<file path="config.mk">
export PLATFORM = sky130hd
export DESIGN_NAME = uart_status_flags
export DESIGN_NICKNAME = d
export VERILOG_FILES = /design/src/rtl/uart_stat_pkg.sv /design/src/rtl/stat_flag_cell.sv /design/src/rtl/idle_line_det.sv /design/src/rtl/uart_status_flags.sv
export SDC_FILE = /design/constraint.sdc
export NUM_CORES = 1
export LEC_CHECK = 0
export BUFFER_PORTS_ARGS = -buffer_cell sky130_fd_sc_hd__buf_2
export CORE_ASPECT_RATIO = 1.25
export CORE_MARGIN = 1.5
export CORE_UTILIZATION = 40
export CTS_BUF_LIST = sky130_fd_sc_hd__clkbuf_8 sky130_fd_sc_hd__clkbuf_16
export CTS_CLUSTER_SIZE = 28
export DETAILED_ROUTE_END_ITERATION = 8
export PLACE_DENSITY = 0.68
export SLEW_MARGIN = 20
export SYNTH_ARGS = -nofsm -noshare
export SYNTH_HDL_FRONTEND = slang
export SYNTH_SLANG_ARGS = --single-unit
</file>
<file path="constraint.sdc">
create_clock -name clk_i -period 1.5 [get_ports clk_i]
set_clock_uncertainty 0.05 [all_clocks]
set_input_delay 0.3 -clock clk_i [delete_from_list [all_inputs] [get_ports clk_i]]
set_output_delay 0.3 -clock clk_i [all_outputs]
set_load 0.01 [all_outputs]
</file>
<file path="src/rtl/uart_stat_pkg.sv">
package uart_stat_pkg;
  localparam int unsigned NUM_FLAGS = 8;
  localparam int unsigned F_TXE  = 7;
  localparam int unsigned F_TXC  = 6;
  localparam int unsigned F_RXF  = 5;
  localparam int unsigned F_IDLE = 4;
  localparam int unsigned F_OVR  = 3;
  localparam int unsigned F_NOI  = 2;
  localparam int unsigned F_FRM  = 1;
  localparam int unsigned F_PAR  = 0;

  function automatic logic is_tx_flag(input int unsigned idx);
    return (idx == F_TXE) || (idx == F_TXC);
  endfunction
endpackage

</file>
<file path="src/rtl/stat_flag_cell.sv">
module stat_flag_cell #(
  parameter bit RST_VAL    = 1'b0,
  parameter bit CLEAR_WINS = 1'b0
) (
  input  logic clk_i,
  input  logic rst_ni,
  input  logic set_i,
  input  logic frc_clr_i,
  input  logic stat_rd_i,
  input  logic acc_i,
  output logic flag_o,
  output logic hs_clr_o
);
  logic flag_q, arm_q, hs_clr, clr, flag_d;

  assign hs_clr = arm_q & acc_i & flag_q;
  assign clr    = hs_clr | frc_clr_i;

  always_comb begin
    if (CLEAR_WINS) flag_d = clr ? 1'b0 : (set_i ? 1'b1 : flag_q);
    else            flag_d = set_i ? 1'b1 : (clr ? 1'b0 : flag_q);
  end

  always_ff @(posedge clk_i or negedge rst_ni) begin
    if (!rst_ni) begin
      flag_q <= RST_VAL;
      arm_q  <= 1'b0;
    end else begin
      flag_q <= flag_d;
      // arm only if the flag was seen set by this status read
      if (stat_rd_i)   arm_q <= flag_q;
      else if (acc_i)  arm_q <= 1'b0;
    end
  end

  assign flag_o   = flag_q;
  assign hs_clr_o = hs_clr;

  p_clr_after_arm_r9: assert property (@(posedge clk_i) disable iff (!rst_ni)
    $fell(flag_q) |-> ($past(arm_q) && $past(acc_i)) || $past(frc_clr_i));

  generate
    if (CLEAR_WINS) begin : g_cw
      p_clear_wins_r5: assert property (@(posedge clk_i) disable iff (!rst_ni)
        frc_clr_i |=> !flag_q);
    end else begin : g_sw
      p_set_event_r3: assert property (@(posedge clk_i) disable iff (!rst_ni)
        set_i |=> flag_q);
    end
  endgenerate
endmodule

</file>
<file path="src/rtl/idle_line_det.sv">
module idle_line_det #(
  parameter int unsigned IDLE_LEN_8 = 10,
  parameter int unsigned IDLE_LEN_9 = 11
) (
  input  logic clk_i,
  input  logic rst_ni,
  input  logic tick_i,
  input  logic bit_i,
  input  logic nine_bit_i,
  input  logic frame_i,
  input  logic idle_clr_i,
  output logic idle_set_o
);
  localparam int unsigned CW = $clog2(IDLE_LEN_9 + 1);

  logic [CW-1:0] cnt_q, thr;
  logic          gate_q;

  assign thr = nine_bit_i ? CW'(IDLE_LEN_9) : CW'(IDLE_LEN_8);

  always_ff @(posedge clk_i or negedge rst_ni) begin
    if (!rst_ni) begin
      cnt_q  <= '0;
      gate_q <= 1'b0;
    end else begin
      if (tick_i) begin
        if (!bit_i)          cnt_q <= '0;
        else if (cnt_q < thr) cnt_q <= cnt_q + 1'b1;
      end
      if (frame_i)         gate_q <= 1'b1;
      else if (idle_clr_i) gate_q <= 1'b0;
    end
  end

  assign idle_set_o = tick_i & bit_i & gate_q & (CW'(cnt_q + 1'b1) == thr);

  p_low_restart_r11: assert property (@(posedge clk_i) disable iff (!rst_ni)
    (tick_i && !bit_i) |=> cnt_q == '0);
  p_gate_opens_on_frame_r12: assert property (@(posedge clk_i) disable iff (!rst_ni)
    $rose(gate_q) |-> $past(frame_i));
  p_cnt_bound_r10: assert property (@(posedge clk_i) disable iff (!rst_ni)
    cnt_q <= CW'(IDLE_LEN_9));
endmodule

</file>
<file path="src/rtl/uart_status_flags.sv">
module uart_status_flags
  import uart_stat_pkg::*;
#(
  parameter int unsigned IDLE_LEN_8 = 10,
  parameter int unsigned IDLE_LEN_9 = 11
) (
  input  logic       clk_i,
  input  logic       rst_ni,
  input  logic       stat_rd_i,
  input  logic       stat_wr_i,
  input  logic       data_rd_i,
  input  logic       data_wr_i,
  input  logic       tx_load_i,
  input  logic       tx_queue_i,
  input  logic       tx_busy_i,
  input  logic       rx_xfer_i,
  input  logic       rx_ovr_i,
  input  logic       rx_noise_i,
  input  logic       rx_frm_i,
  input  logic       rx_par_i,
  input  logic       rx_tick_i,
  input  logic       rx_bit_i,
  input  logic       nine_bit_i,
  output logic [7:0] flags_o,
  output logic [7:0] stat_rdata_o
);
  logic [NUM_FLAGS-1:0] flags, set_v, frc_v, acc_v, hs_clr_v;
  logic                 idle_set;

  always_comb begin
    set_v         = '0;
    frc_v         = '0;
    set_v[F_TXE]  = tx_load_i;
    set_v[F_TXC]  = flags[F_TXE] & ~tx_busy_i;
    frc_v[F_TXC]  = tx_queue_i;
    set_v[F_RXF]  = rx_xfer_i;
    set_v[F_IDLE] = idle_set;
    set_v[F_OVR]  = rx_ovr_i;
    set_v[F_NOI]  = rx_noise_i;
    set_v[F_FRM]  = rx_frm_i;
    set_v[F_PAR]  = rx_par_i;
  end

  // stat_wr_i is accepted and deliberately unused: status writes are void
  logic unused_wr;
  assign unused_wr = stat_wr_i;

  for (genvar i = 0; i < NUM_FLAGS; i++) begin : g_flag
    assign acc_v[i] = is_tx_flag(i) ? data_wr_i : data_rd_i;
    stat_flag_cell #(
      .RST_VAL   (is_tx_flag(i)),
      .CLEAR_WINS(i == F_TXC)
    ) u_cell (
      .clk_i    (clk_i),
      .rst_ni   (rst_ni),
      .set_i    (set_v[i]),
      .frc_clr_i(frc_v[i]),
      .stat_rd_i(stat_rd_i),
      .acc_i    (acc_v[i]),
      .flag_o   (flags[i]),
      .hs_clr_o (hs_clr_v[i])
    );
  end

  idle_line_det #(
    .IDLE_LEN_8(IDLE_LEN_8),
    .IDLE_LEN_9(IDLE_LEN_9)
  ) u_idle (
    .clk_i     (clk_i),
    .rst_ni    (rst_ni),
    .tick_i    (rx_tick_i),
    .bit_i     (rx_bit_i),
    .nine_bit_i(nine_bit_i),
    .frame_i   (rx_xfer_i),
    .idle_clr_i(hs_clr_v[F_IDLE]),
    .idle_set_o(idle_set)
  );

  assign flags_o      = flags;
  assign stat_rdata_o = stat_rd_i ? flags : 8'h00;

  p_txc_needs_txe_r4: assert property (@(posedge clk_i) disable iff (!rst_ni)
    $rose(flags[F_TXC]) |-> $past(flags[F_TXE]) && !$past(tx_busy_i));
  p_rx_no_wr_clear_r6: assert property (@(posedge clk_i) disable iff (!rst_ni)
    (data_wr_i && !data_rd_i && flags[F_RXF]) |=> flags[F_RXF]);
  p_idle_rise_on_tick_r10: assert property (@(posedge clk_i) disable iff (!rst_ni)
    $rose(flags[F_IDLE]) |-> $past(rx_tick_i) && $past(rx_bit_i));
endmodule

</file>
==> reports/metrics.yaml, run 1 <==
synthesis:
  yosysTopAreaCell: "dfrtp_1"
  synth_commonest_cells: "19 x dfrtp_1, 15 x a21o_1, 11 x nand2_1, 9 x and2_1, 8 x buf_4"
  ys_top_cells_by_area: "dfrtp_1 48%, a21o_1 11%, buf_4 6.0%"
  yosysMostFrequentCell: "dfrtp_1"
  synth_nets: 108
  synth.avg_cell_area_um2: 11.22
  synth_area_um2: 998.5
  synth-edff-count: 0
  ys_seq_elements: 21
  yosysTopAreaCellShare_pct: 47.62
  synthFlopType: "dfrtp_1"
  ys_seq_area_share_pct: 52.88
  ys_warn_count: 0
  synthArstFlopShare_pct: 100.0
  postSynthCellCount: 89
  ys_types: 24
setup_path:
  critPathSlowestCell: "dfstp_2"
  r2r_end: "g_flag[4].u_cell.flag_o$_DFFE_PN0P_"
  endpoint_kind: "output pin"
  crit_chain: "and2_1 -> buf_2"
  crit_required_ps: 1150
  cp-start-kind: "flop"
  critPathKind: "reg2out"
  rr_worst_depth: 4
  crit_path_max_incr_delay_ps: 550
  worstReg2RegStart: "u_idle.cnt_q[0]$_DFFE_PN0P_"
  reg2reg_slack_ps: 90
  arrival_ps: 1090
  path_max_fanout: 4
floorplanning:
  fp.dieW_um: 47.69
  core_mm2: 0.002402
  die_h_um: 58.86
  num_rows: 20
  ios: 33
  die-area_mm2: 0.002807
  start_util_pct: 41.56
clock_network:
  clock-root-buffer: "clkbuf_8"
  cts_tree: "built"
  h-tree-depth: 1
  clkSinkCount: 21
  cts_buffer_depth: 2
  clk-insertion-delay-late_ps: 250
  cts_buffers: 3
  clk_pin_slew_ps: 70
grt:
  grt_pass1_wl_mm: 3.008
  track_usage_pct: 14.63
  use_met2_pct: 25.71
  grt_max_degree: 22
  antenna_found_initial: 0
  met3_usage_pct: 2.454
  top_usage_layer: "met2"
  grtUsageMet1_pct: 16.80
  grt_pass1_vias: 754
  grt-ovfl-total: 0
sta:
  fin_setup_tns_ps: 0
  slew_headroom_pct: 69.14
  rsz0062_at_grt: "false"
  finalCriticalPeriod_ps: 1444
  setup_slack_ps: 56.11
  fmax_mhz: 692.6
  finalSetupViolCount: 0
  hold_viol: 0
  fin_crit_sh_pct: 96.26
  final_max_slew_viol_count: 0
  hold_slack_ps: 113.5
  worstMarginPinSlew_ps: 462.8
pwr:
  irDropWorstVdd_uv: 516.6
  power.density_mw_per_mm2: 1046
  power_leakage_nw: 0.6240
  total_power_mw: 1.256
placed_design:
  gp_congestion: 0.7350
  place_area_mm2: 0.001139
  port_buffers: 31
  pre_cts_ws_ps: 41.97
  hpwlAfterDp_mm: 1.394
routing:
  drc_errors: 0
  vias: 727
  drt_iter0_drc: 9
  ant_nets: 0
  vias_per_cell: 4.815
  firstDrtPassIters: 2
  wl_per_cell_um: 11.72
  routed_wl_mm: 1.769
hold_path:
  min_to: "g_flag[6].u_cell.flag_o$_DFFE_PN1P_"
  min-delay-start: "tx_queue_i"
  hold_class: "in2reg"
  holdPathStages: 2
cells_and_area:
  design_area_mm2: 0.001201
  final_net_count: 138
  syn_to_final_growth_pct: 20.30
  antenna_cells: 0
  drive_gt1_share_pct: 37.29
job:
  maxCapViolCount: 0
status:
  outcome: "finished clean"
stage by stage:
stage          util (%)  std cells
5_1_grt           50.00        151
2_1_floorplan         -         89
3_3_place_gp      47.40        145
4_1_cts           49.69        150
6_report          50.00        151
3_5_place_dp      47.40        145
logic make-up (layout without fill, tap and decap cells):
logic type,Yosys count,in the layout,synth area share [%]
muxes,3,3,3.508
DFF,21,21,52.88
xor gates and xnor gates,2,2,1.755
adders and majority gates,2,2,2.506
buffers and inverters,12,41,7.519
AOI/OAI and AO/OA,21,21,16.04
and+or+nand+nor,28,28,15.79
per-layer routing:
layer	vias up	share of wire, %
li1	352	-
met3	2	5.3
met1	354	41
met5	-	0
met2	19	53
met4	0	0.68
area by class of cell:
type,instances,area [um2]
Timing Repair Buffer,34,180.2
Sequential cell,21,528.0
Fill cell,253,1201
Clock inverter,1,3.754
Clock buffer,3,41.29
Multi-Input combinational cell,56,395.4
Inverter,3,11.26
Tap cell,33,41.29
sequential cells by signal (all words and copies together), names as in the netlist:
name	flops
g_flag.u_cell.flag_o	8
u_idle.gate_q	1
g_flag.u_cell.arm_q	8
u_idle.cnt_q	4
placed cells by master (no fill, tap or decap), drive strengths merged:
| cell | instances |
|---|---|
| mux2 | 1 |
| a21o | 15 |
| ha | 2 |
| a21oi | 2 |
| inv | 4 |
| nand2 | 12 |
| and2 | 9 |
| xnor2 | 2 |
| mux2i | 2 |
| nand3 | 2 |
| buf | 33 |
| nor2b | 1 |
| dlygate4sd3 | 1 |
| nand3b | 1 |
| dfstp | 2 |
| and4b | 1 |
| a31oi | 1 |
| dfrtp | 19 |
| o211ai | 1 |
| nor2 | 2 |
| a311oi | 1 |
| a32o | 1 |
| clkbuf | 3 |
how the worst max path moves through the flow:
stage,startpoint,endpoint,cells past startpoint
6_report,g_flag[7].u_cell.flag_o$_DFFE_PN1P_,stat_rdata_o[7],2
2_1_floorplan,u_idle.cnt_q[0]$_DFFE_PN0P_,u_idle.cnt_q[3]$_DFFE_PN0P_,6
3_5_place_dp,u_idle.cnt_q[0]$_DFFE_PN0P_,u_idle.cnt_q[3]$_DFFE_PN0P_,6
5_1_grt,g_flag[7].u_cell.flag_o$_DFFE_PN1P_,stat_rdata_o[7],2
4_1_cts,u_idle.cnt_q[0]$_DFFE_PN0P_,u_idle.cnt_q[3]$_DFFE_PN0P_,6
3_3_place_gp,u_idle.cnt_q[0]$_DFFE_PN0P_,u_idle.cnt_q[3]$_DFFE_PN0P_,6
power breakdown:
| group | switching, mW | internal (mW) | leakage, nW |
|---|---|---|---|
| Sequential | 0.0453 | 0.625 | 0.244 |
| Clock | 0.164 | 0.182 | 0.0269 |
| Combinational | 0.118 | 0.122 | 0.353 |
| Total | 0.327 | 0.929 | 0.624 |
repair_timing:
item,CTS,global route
gates resized for setup,0,1
endpoints found under the setup margin,0,3
endpoints found under the hold margin,19,0
setup buffers,0,1
hold buffers,1,0
worst max-delay path, delay by kind of cell (launching register included):
family                 cells  cell delay [ps]
flip-flops                 1              550
buffers and inverters      1              140
AND/OR/NAND/NOR            1              160
No activity file was read; power rests on OpenSTA's default activity.
==> run 2, diff against run 1 <==
- PLACE_DENSITY: 0.68 -> 0.67
- SYNTH_HIERARCHICAL: not set -> 1
==> run 2 against run 1 <==
Power is 8.2% higher. Final cell count rose by 24%. Combinational power increased by 38%. Via count up 23%. Setup slack better by 42 ps. Final area up 13%. Register-to-register slack about the same.
==> reports/metrics.yaml, run 2 <==
pwr:
  irDropWorstVdd_uv: 494.3  # -4.3%
  clockPowerShare_pct: 25.4  # -2.1 points
  p_int_uw: 964.3  # +3.8%
  seqPwrFrac_pct: 50.1  # -3.3 points
  total_power_mw: 1.359  # +8.2%
  p_sw_share_pct: 29.03  # +3.0 points
  power.density_mw_per_mm2: 999.1  # -4.5%
  power_leakage_nw: 0.6414  # +2.8%
  power_frac_comb_pct: 24.4  # +5.3 points
  power.switching_uw: 394.5  # +21%
clock_network:
  clkSinkCount: 21  # unchanged
  cts_buffers: 3  # unchanged
  h-tree-depth: 1  # unchanged
  clk-insertion-delay-late_ps: 250  # about the same
  clock-root-buffer: "clkbuf_8"
  cts_tree: "built"
  cts_buffer_depth: 2  # unchanged
  clk_pin_slew_ps: 70  # about the same
cells_and_area:
  antenna_cells: 0  # unchanged
  nFillCells: 229  # -9.5%
  syn_to_final_growth_pct: 28.94
  final_common_cell: "buf_2"
  drive_gt1_share_pct: 29.22  # -8.1 points
  layout_common_cells: "31 x buf_2, 19 x nand2_1, 19 x dfrtp_1"
  design_area_mm2: 0.001360  # +13%
  final_net_count: 174  # +26%
floorplanning:
  core_mm2: 0.002477  # +3.1%
  num_rows: 20  # unchanged
  die_h_um: 60.41  # +2.6%
  fp.dieW_um: 48.93  # +2.6%
  die-area_mm2: 0.002956  # +5.3%
  start_util_pct: 42.58  # +1.0 points
  ios: 33  # unchanged
routing:
  drt_iter0_drc: 13  # +4
  firstDrtPassIters: 4  # +2
  wl_per_cell_um: 11.42  # -2.5%
  ant_nets: 0  # unchanged
  vias: 896  # +23%
  vias_per_cell: 4.791  # -0.48%
  drc_errors: 0  # unchanged
  routed_wl_mm: 2.135  # +21%
placed_design:
  port_buffers: 31  # unchanged
  place_area_mm2: 0.001289  # +13%
  hpwlAfterDp_mm: 1.538  # +10%
  gp_congestion: 0.6617  # -10%
  pre_cts_ws_ps: 68.79  # +26.83 ps
setup_path:
  arrival_ps: 1520  # +430 ps
  critPathKind: "reg2reg"
  cp-start-kind: "flop"
  crit_required_ps: 1620  # +470 ps
  path_max_fanout: 4  # unchanged
  endpoint_kind: "flop"
grt:
  grt_pass1_wl_mm: 3.608  # +20%
  track_usage_pct: 15.68  # +1.1 points
  grt_max_degree: 22  # unchanged
  grt-ovfl-total: 0  # unchanged
  grt_pass1_vias: 907  # +20%
  antenna_found_initial: 0  # unchanged
sta:
  setup_slack_ps: 97.95  # +41.84 ps
  finalSetupViolCount: 0  # unchanged
  hold_viol: 0  # unchanged
  fin_crit_sh_pct: 93.47  # -2.8 points
  fmax_mhz: 713.2  # +3.0%
  final_max_slew_viol_count: 0  # unchanged
  hold_slack_ps: 114.6  # +1.068 ps
  finalCriticalPeriod_ps: 1402  # -41.84 ps
synthesis:
  ys_warn_count: 6  # +6
  synth_area_mm2: 0.001055  # +5.6%
  postSynthCellCount: 109  # +22%
  synth.avg_cell_area_um2: 9.677  # -14%
hold_path:
  hold_class: "in2reg"
job:
  maxCapViolCount: 0  # unchanged
status:
  outcome: "finished clean"
-- run 2: timing repair --
| item | 4_1_cts | 5_1_grt |
|---|---|---|
| endpoints found under the setup margin | 0 | 2 |
| resized for setup | 0 | 1 |
| setup buffers | 0 | 1 |
| hold buffers | 1 | 0 |
| endpoints found under the hold margin | 19 | 0 |
-- run 2: layout make-up --
cell class	count	area, um2	share of cell area, %
clock buffer	3	41.29	3.036
clock inverter	1	3.754	0.2760
inverter	12	45.04	3.312
multi-input combinational	82	513.0	37.72
sequential	21	528.0	38.82
tap	33	41.29	3.036
timing repair buffer	35	187.7	13.80
-- run 2: path summary, 6_finish.rpt --
| path | cells after the start | startpoint | slack [ps] | end |
|---|---|---|---|---|
| worst max-delay path | 5 | u_idle/cnt_q[0]$_DFFE_PN0P_ | 100 | u_idle/cnt_q[0]$_DFFE_PN0P_ |
| worst min-delay path | 2 | tx_queue_i | 110 | g_flag[6].u_cell/flag_o$_DFFE_PN1P_ |
| worst max register to register | 5 | u_idle/cnt_q[0]$_DFFE_PN0P_ | 100 | u_idle/cnt_q[0]$_DFFE_PN0P_ |
| worst min register to register | 1 | u_idle/gate_q$_DFFE_PN0P_ | 430 | u_idle/gate_q$_DFFE_PN0P_ |
| max in group asynchronous | 2 | rst_ni | 570 | g_flag[6].u_cell/flag_o$_DFFE_PN1P_ |
| min in group asynchronous | 2 | rst_ni | 490 | g_flag[7].u_cell/arm_q$_DFFE_PN0P_ |
-- run 2: layer usage --
layer / part of all wire [%] / wire length (um) / global-route usage [%]
met1: 43 / 913 / 18.66
met2: 52 / 1105 / 29.35
met3: 4.1 / 87 / 2.217
met4: 1.3 / 28 / 5.714
met5: 0 / 0 / 0
-- run 2: per-stage QoR --
step                      TNS, ps  std cells  util (%)
after detailed placement        0        181     52.02
after floorplan                 0        115         -
final                           0        187     54.90
after CTS                       0        186     54.24
after global routing       -26.53        187     54.90
after global placement          0        181     52.02
-- run 2: critical path: stages (launching register included) --
cell	delay, ps
dfrtp_1	390
inv_1	80
ha_1	180
nand2b_1	180
a31oi_4	230
mux2i_1	210
-- run 2: power groups by stage --
stage | Combinational [mW] | Sequential (mW) | Clock (mW)
3_5_place_dp | 0.300 | 0.694 | 0
4_1_cts | 0.303 | 0.684 | 0.362
5_1_grt | 0.378 | 0.690 | 0.386
2_1_floorplan | 0.161 | 0.701 | 0
6_report | 0.332 | 0.681 | 0.346
3_3_place_gp | 0.290 | 0.690 | 0
